$ cat config.mk
export PLATFORM = sky130hd
export DESIGN_NAME = deadman_wdt
export DESIGN_NICKNAME = d
export VERILOG_FILES = /design/src/rtl/dmw_pkg.sv /design/src/rtl/dmw_bus_dec.sv /design/src/rtl/dmw_counter.sv /design/src/rtl/dmw_keyseq.sv /design/src/rtl/deadman_wdt.sv
export SDC_FILE = /design/constraint.sdc
export NUM_CORES = 1
export LEC_CHECK = 0
export ABC_AREA = 1
export BUFFER_PORTS_ARGS = -buffer_cell sky130_fd_sc_hd__buf_2
export CORE_ASPECT_RATIO = 2
export CORE_MARGIN = 2
export CORE_UTILIZATION = 59
export CTS_BUF_LIST = sky130_fd_sc_hd__clkbuf_8
export DETAILED_ROUTE_END_ITERATION = 8
export HOLD_SLACK_MARGIN = 0.02
export PLACE_DENSITY = 0.95
export SETUP_SLACK_MARGIN = 0.02
export SLEW_MARGIN = 20
export SYNTH_ARGS = -nofsm -noshare
export SYNTH_HDL_FRONTEND = slang
export SYNTH_SLANG_ARGS = --single-unit
$ cat constraint.sdc
create_clock -name clk -period 4 [get_ports clk]
set_input_delay 0.2 -clock clk [delete_from_list [all_inputs] [get_ports clk]]
set_output_delay 0.2 -clock clk [all_outputs]
set_load 0.02 [all_outputs]
$ cat src/rtl/dmw_pkg.sv
package dmw_pkg;

    // Register byte offsets.
    localparam logic [7:0] OFS_CTRL  = 8'h00;
    localparam logic [7:0] OFS_ARM   = 8'h10;
    localparam logic [7:0] OFS_REL   = 8'h20;
    localparam logic [7:0] OFS_STAT  = 8'h30;
    localparam logic [7:0] OFS_COUNT = 8'h40;
    localparam logic [7:0] OFS_CAUSE = 8'h50;
    localparam logic [7:0] OFS_PER   = 8'h60;
    localparam logic [7:0] OFS_WIN   = 8'h70;

    // Field positions and key values.
    localparam int         EN_POS    = 15;
    localparam int         ST_OPEN   = 0;
    localparam int         ST_EVT    = 5;
    localparam int         ST_BADREL = 6;
    localparam int         ST_BADARM = 7;
    localparam int         CAUSE_POS = 5;
    localparam logic [7:0] ARM_KEY   = 8'h40;
    localparam logic [7:0] REL_KEY   = 8'h08;

    // Decoded write strobes.
    typedef struct packed {
        logic ctrl_we;
        logic en_val;
        logic arm_we;
        logic arm_ok;
        logic rel_we;
        logic rel_ok;
        logic cause_clr;
    } dmw_wr_t;

endpackage

$ cat src/rtl/dmw_bus_dec.sv
module dmw_bus_dec
    import dmw_pkg::*;
#(
    parameter int ADDR_W = 8,
    parameter int DATA_W = 32
) (
    input  logic              bus_we,
    input  logic [ADDR_W-1:0] bus_addr,
    input  logic [DATA_W-1:0] bus_wdata,
    input  logic              guard,
    output dmw_wr_t           wr
);

    // Writes are accepted only outside the guard cycle.
    logic live_we;

    always_comb begin
        live_we      = bus_we && !guard;
        wr           = '0;
        wr.ctrl_we   = live_we && (bus_addr == ADDR_W'(OFS_CTRL));
        wr.en_val    = bus_wdata[EN_POS];
        wr.arm_we    = live_we && (bus_addr == ADDR_W'(OFS_ARM));
        wr.arm_ok    = (bus_wdata[15:8] == ARM_KEY);
        wr.rel_we    = live_we && (bus_addr == ADDR_W'(OFS_REL));
        wr.rel_ok    = (bus_wdata[7:0] == REL_KEY);
        wr.cause_clr = live_we && (bus_addr == ADDR_W'(OFS_CAUSE))
                       && bus_wdata[CAUSE_POS];
    end

endmodule

$ cat src/rtl/dmw_counter.sv
module dmw_counter #(
    parameter int CNT_W  = 32,
    parameter int PERIOD = 64,
    parameter int WINDOW = 16
) (
    input  logic             clk,
    input  logic             rst_n,
    input  logic             enable,
    input  logic             clear_all,
    input  logic             service,
    output logic [CNT_W-1:0] cnt,
    output logic             win_open,
    output logic             expire
);

    localparam logic [CNT_W-1:0] OPEN_AT  = CNT_W'(PERIOD - WINDOW);
    localparam logic [CNT_W-1:0] LAST_CNT = CNT_W'(PERIOD - 1);

    typedef struct packed {
        logic [CNT_W-1:0] cnt;
    } cnt_state_t;

    cnt_state_t st_q, st_d;

    always_comb begin
        st_d     = st_q;
        win_open = enable && (st_q.cnt >= OPEN_AT);
        expire   = enable && !clear_all && !service && (st_q.cnt == LAST_CNT);

        if (clear_all || !enable || service || expire) begin
            st_d.cnt = '0;
        end else begin
            st_d.cnt = st_q.cnt + 1'b1;
        end
    end

    always_ff @(posedge clk or negedge rst_n) begin
        if (!rst_n) begin
            st_q <= '0;
        end else begin
            st_q <= st_d;
        end
    end

    assign cnt = st_q.cnt;

endmodule

$ cat src/rtl/dmw_keyseq.sv
module dmw_keyseq
    import dmw_pkg::*;
(
    input  logic    clk,
    input  logic    rst_n,
    input  logic    enable,
    input  logic    clear_all,
    input  logic    expire,
    input  logic    win_open,
    input  dmw_wr_t wr,
    output logic    service,
    output logic    bad_arm,
    output logic    bad_rel
);

    typedef struct packed {
        logic armed;
        logic bad_arm;
        logic bad_rel;
    } key_state_t;

    key_state_t st_q, st_d;

    always_comb begin
        st_d    = st_q;
        service = enable && wr.rel_we && wr.rel_ok && st_q.armed && win_open;

        if (clear_all) begin
            st_d = '0;
        end else if (enable) begin
            if (wr.arm_we) begin
                if (wr.arm_ok) begin
                    st_d.armed = 1'b1;
                end else begin
                    st_d.armed   = 1'b0;
                    st_d.bad_arm = 1'b1;
                end
            end
            if (wr.rel_we) begin
                st_d.armed = 1'b0;
                if (!service) begin
                    st_d.bad_rel = 1'b1;
                end
            end
            if (expire) begin
                st_d.armed = 1'b0;
            end
        end
    end

    always_ff @(posedge clk or negedge rst_n) begin
        if (!rst_n) begin
            st_q <= '0;
        end else begin
            st_q <= st_d;
        end
    end

    assign bad_arm = st_q.bad_arm;
    assign bad_rel = st_q.bad_rel;

endmodule

$ cat src/rtl/deadman_wdt.sv
module deadman_wdt
    import dmw_pkg::*;
#(
    parameter int ADDR_W = 8,
    parameter int DATA_W = 32,
    parameter int CNT_W  = 32,
    parameter int PERIOD = 64,
    parameter int WINDOW = 16
) (
    input  logic              clk,
    input  logic              rst_n,
    input  logic [ADDR_W-1:0] bus_addr,
    input  logic              bus_we,
    input  logic [DATA_W-1:0] bus_wdata,
    output logic [DATA_W-1:0] bus_rdata,
    output logic              timeout_evt,
    output logic              reset_req,
    output logic              cause_flag
);

    typedef struct packed {
        logic enable;
        logic guard;
        logic evt;
        logic cause;
        logic req;
    } top_state_t;

    top_state_t       st_q, st_d;
    dmw_wr_t          wr;
    logic             clear_all;
    logic             service;
    logic             expire;
    logic             win_open;
    logic             bad_arm;
    logic             bad_rel;
    logic [CNT_W-1:0] cnt;
    logic             enable_q;

    dmw_bus_dec #(.ADDR_W(ADDR_W), .DATA_W(DATA_W)) u_dec (
        .bus_we    (bus_we),
        .bus_addr  (bus_addr),
        .bus_wdata (bus_wdata),
        .guard     (st_q.guard),
        .wr        (wr)
    );

    dmw_counter #(.CNT_W(CNT_W), .PERIOD(PERIOD), .WINDOW(WINDOW)) u_cnt (
        .clk       (clk),
        .rst_n     (rst_n),
        .enable    (st_q.enable),
        .clear_all (clear_all),
        .service   (service),
        .cnt       (cnt),
        .win_open  (win_open),
        .expire    (expire)
    );

    dmw_keyseq u_key (
        .clk       (clk),
        .rst_n     (rst_n),
        .enable    (st_q.enable),
        .clear_all (clear_all),
        .expire    (expire),
        .win_open  (win_open),
        .wr        (wr),
        .service   (service),
        .bad_arm   (bad_arm),
        .bad_rel   (bad_rel)
    );

    always_comb begin
        clear_all = wr.ctrl_we && !wr.en_val;
        st_d      = st_q;
        st_d.req  = expire;
        st_d.guard = clear_all;

        if (wr.ctrl_we) begin
            st_d.enable = wr.en_val;
        end

        if (clear_all) begin
            st_d.evt = 1'b0;
        end else if (expire) begin
            st_d.evt = 1'b1;
        end

        if (expire) begin
            st_d.cause = 1'b1;
        end else if (wr.cause_clr) begin
            st_d.cause = 1'b0;
        end
    end

    always_ff @(posedge clk or negedge rst_n) begin
        if (!rst_n) begin
            st_q <= '0;
        end else begin
            st_q <= st_d;
        end
    end

    // Combinational read mux.
    always_comb begin
        bus_rdata = '0;
        if (bus_addr == ADDR_W'(OFS_CTRL)) begin
            bus_rdata[EN_POS] = st_q.enable;
        end else if (bus_addr == ADDR_W'(OFS_STAT)) begin
            bus_rdata[ST_OPEN]   = win_open;
            bus_rdata[ST_EVT]    = st_q.evt;
            bus_rdata[ST_BADREL] = bad_rel;
            bus_rdata[ST_BADARM] = bad_arm;
        end else if (bus_addr == ADDR_W'(OFS_COUNT)) begin
            bus_rdata = DATA_W'(cnt);
        end else if (bus_addr == ADDR_W'(OFS_CAUSE)) begin
            bus_rdata[CAUSE_POS] = st_q.cause;
        end else if (bus_addr == ADDR_W'(OFS_PER)) begin
            bus_rdata = DATA_W'(PERIOD);
        end else if (bus_addr == ADDR_W'(OFS_WIN)) begin
            bus_rdata = DATA_W'(WINDOW);
        end
    end

    assign enable_q    = st_q.enable;
    assign timeout_evt = st_q.evt;
    assign reset_req   = st_q.req;
    assign cause_flag  = st_q.cause;

endmodule

==> qor.txt <==
Outcome: complete, no violations
Quantity of I/O buffers inserted on ports: 61
Leading cell types by count after synthesis: 101 x nand2_1, 91 x nor2_1, 61 x inv_1, 40 x dfrtp_1, 30 x nor3_1
Share of the synthesized area in the top cell type: 35.67%
Largest area contributor in the netlist: dfrtp_1
Top post-synthesis cells by area: dfrtp_1 36%, nand2_1 14%, nor2_1 12%, inv_1 8.2%, xor2_1 6.9%
WL/cell: 14.49 um
Later-pin clock latency in the skew report: 0.30 ns
Min Clock Period, post-route: 1.997 ns
Number of CTS-inserted buffers: 5
Largest vdd supply drop: 0.0002089 V
CTS max path bufs: 2
Final number of hold-violating endpoints: 0
Portion of the post-synthesis area used by sequential elements: 35.67%
Number of nets in the synthesized netlist: 468
Transition time of the tightest slew-check pin: 0.8986 ns
Sum of net half-perimeters after detailed placement: 5930 um
Post-CTS setup repair buffer count: 0
Total of endpoints with negative setup slack in the final report: 0
Maximum number of pins on one net before global-route repair: 41
Area taken by flip-flops and latches: 1001 um^2
Required time at the worst-slack endpoint: 4.17 ns
Startpoint-to-endpoint class of the critical path: flip-flop to flip-flop
Number of design rule violations left after detail routing: 0
Element type at the critical path start: flip-flop
Max_cap viols: 0
Vias per Instance: 5.366
Layout cell share with drive strength beyond 1: 21.19%
Total power per unit cell area: 231.5 nW/um^2
Number of flops mapped to enable cells by yosys: 0
Proportion of power drawn by flip-flops and latches: 54.8%
Worst Path Max Fanout: 32
Congestion Overflow GR: 0
Asr flop ratio synth: 100.0%
Register-to-Register Path Depth: 6
Clock sink count: 40
Part of the total power dissipated in the clock network: 38.5%
PostCTS Resize Cnt: 0
Die height: 101.5 um
Library cell used as clock root buffer: clkbuf_8
Net switching share of the total power: 24.79%
Via count of the first global-routing pass: 2875
Reg-to-reg slack, setup: 2.00 ns
Final ANT Viol Nets: 0
Critical R2R Launch: u_cnt.cnt[0]$_DFF_PN0_
Final total negative setup slack: 0 ns
Site row count: 35
TritonCTS clock tree: done
Internal power contribution: 0.5602 mW
Via count: 2903
Final number of max-transition violations: 0
Clock transition at the registers of the reported paths: 0.08 ns
Combined area of all synthesized cells: 2806 um^2
Initial core utilization: 61.03%
Cell with the biggest individual delay on the critical path: dfrtp_1
Net count, final: 530
Number of instances in the synthesized netlist: 423
Setup repair after global routing missed its margin: false
Weighted congestion at the end of routability-driven global placement: 0.9587
Core region area: 4598 um^2
Multi-input logic area: 1484 um^2
Number of antenna violations at the first check in global routing: 0
Count of antenna diodes in the layout: 0
X dimension of the die: 52.77 um
Cell mode on critical path: nand3_1
Critical path cell sequence: ha_1 -> nand3_1 -> nor2_2 -> nand3_1 -> nand3_4 -> nor2_1
Die area: 5358 um^2
Leakage Power: 1.567 nW
CTS H-tree lvls: 2
Combinational power share: 6.7%
Count of boundary I/O pins: 78
Path type of the worst min-delay path: primary input to async pin
Category of cells accounting for the largest share of critical-path delay: simple AND/OR/NAND/NOR gates
Number of filler cells placed in the layout: 401
Crit path capture type: flip-flop
Final design utilization: 69.99%
Iter 0 DRT Violations: 91
Peak per-stage delay on the critical path: 0.42 ns
Wire length of the first global-routing pass: 13100 um
Post-synthesis cell type count: 25
Count of buffering cells on the critical path with inverters included: 0
Final Skew: 0.008608 ns
Final worst path period share: 49.93%
Mapped Avg Cell Area: 6.635 um^2
Tot GR Track Use: 33.18%
Final wirelength: 7840 um
Synthesis-to-layout area growth: 14.67%
P_sw: 0.1847 mW
Maximum clock frequency: 0.5007 GHz
TritonRoute pass-1 iters: 5
Main synth FF type: dfrtp_1
Worst r2r dst: u_cnt.cnt[19]$_DFF_PN0_
CP arrival: 2.17 ns
Count of hold-fix buffers inserted at cts: 0
Synthesis-stage register bit count: 40
Yosys warns: 0
Max-slew headroom: 40.09%
Cell with the most instances after synthesis: nand2_1
metrics by stage:
stage	area [um^2]	hold WS, ns	worst slack, ns	std cells	power (mW)
after floorplan	2806	-0.09559	2.396	423	0.4403
after global placement	3126	0.3599	2.110	533	0.4639
after detailed placement	3126	0.3747	2.030	533	0.4657
after CTS	3218	0.06095	2.018	541	0.7434
after global routing	3218	0.09907	1.768	541	0.7714
final	3218	0.01353	2.003	541	0.7449
how the worst max path moves through the flow:
stage / start / to / slack [ns] / cells past startpoint
2_1_floorplan: bus_addr[3] / bus_rdata[11] / 2.40 / 8
3_3_place_gp: u_cnt.cnt[0]$_DFF_PN0_ / u_cnt.cnt[19]$_DFF_PN0_ / 2.11 / 6
3_5_place_dp: u_cnt.cnt[0]$_DFF_PN0_ / u_cnt.cnt[19]$_DFF_PN0_ / 2.03 / 6
4_1_cts: u_cnt.cnt[0]$_DFF_PN0_ / u_cnt.cnt[11]$_DFF_PN0_ / 2.02 / 6
5_1_grt: u_cnt.cnt[0]$_DFF_PN0_ / u_cnt.cnt[21]$_DFF_PN0_ / 1.77 / 6
6_report: u_cnt.cnt[0]$_DFF_PN0_ / u_cnt.cnt[19]$_DFF_PN0_ / 2.00 / 6
placed cells by master, fill, tap and decap left out, drive strengths merged:
cell type  instances
nor2             106
xnor2              1
o31ai              1
nand4              4
o21ai              8
nand3             20
dfrtp             40
a21oi              2
ha                 2
xor2              22
clkbuf             6
buf               61
nor3b              1
inv               71
o21bai             1
nand2            105
clkinv             2
o221ai             2
nor3              31
kinds of logic (layout without fill, tap and decap cells):
logic type      count (synthesis)  in the layout  synth area share [%]
xor+xnor                       23             23                 7.178
buf+inv                        77            140                 11.46
simple gates                  267            267                 41.86
compound gates                 14             14                 2.943
flops                          40             40                 35.67
fa+ha+maj                       2              2                0.8915
power by group through the flow:
stage               clock network (mW)  logic (mW)  registers (mW)
detailed placement                   0      0.0494           0.416
global route                     0.307      0.0563           0.409
finish                           0.287      0.0496           0.408
floorplan                            0      0.0237           0.417
global placement                     0      0.0477           0.416
CTS                              0.286      0.0498           0.408
layout make-up:
type	instances	share of cell area, %
timing repair buffer	61	9.487
multi-input combinational	306	46.11
clock inverter	2	0.3110
sequential	40	31.10
tap	55	2.138
inverter	71	8.281
clock buffer	6	2.566
state kept, by name, summed over array words and instances, names as in the netlist:
signal / count
u_cnt.cnt: 32
cause_flag: 1
enable_q: 1
reset_req: 1
st_q: 1
timeout_evt: 1
u_key.bad_arm: 1
u_key.bad_rel: 1
u_key.st_q: 1
routing by layer:
layer	track usage [%]	share of wire, %
met5	2.083	0
met4	25.44	8.3
met3	6.785	5.7
met2	54.42	51
met1	35.81	35
No activity file was read; power rests on OpenSTA's default activity.
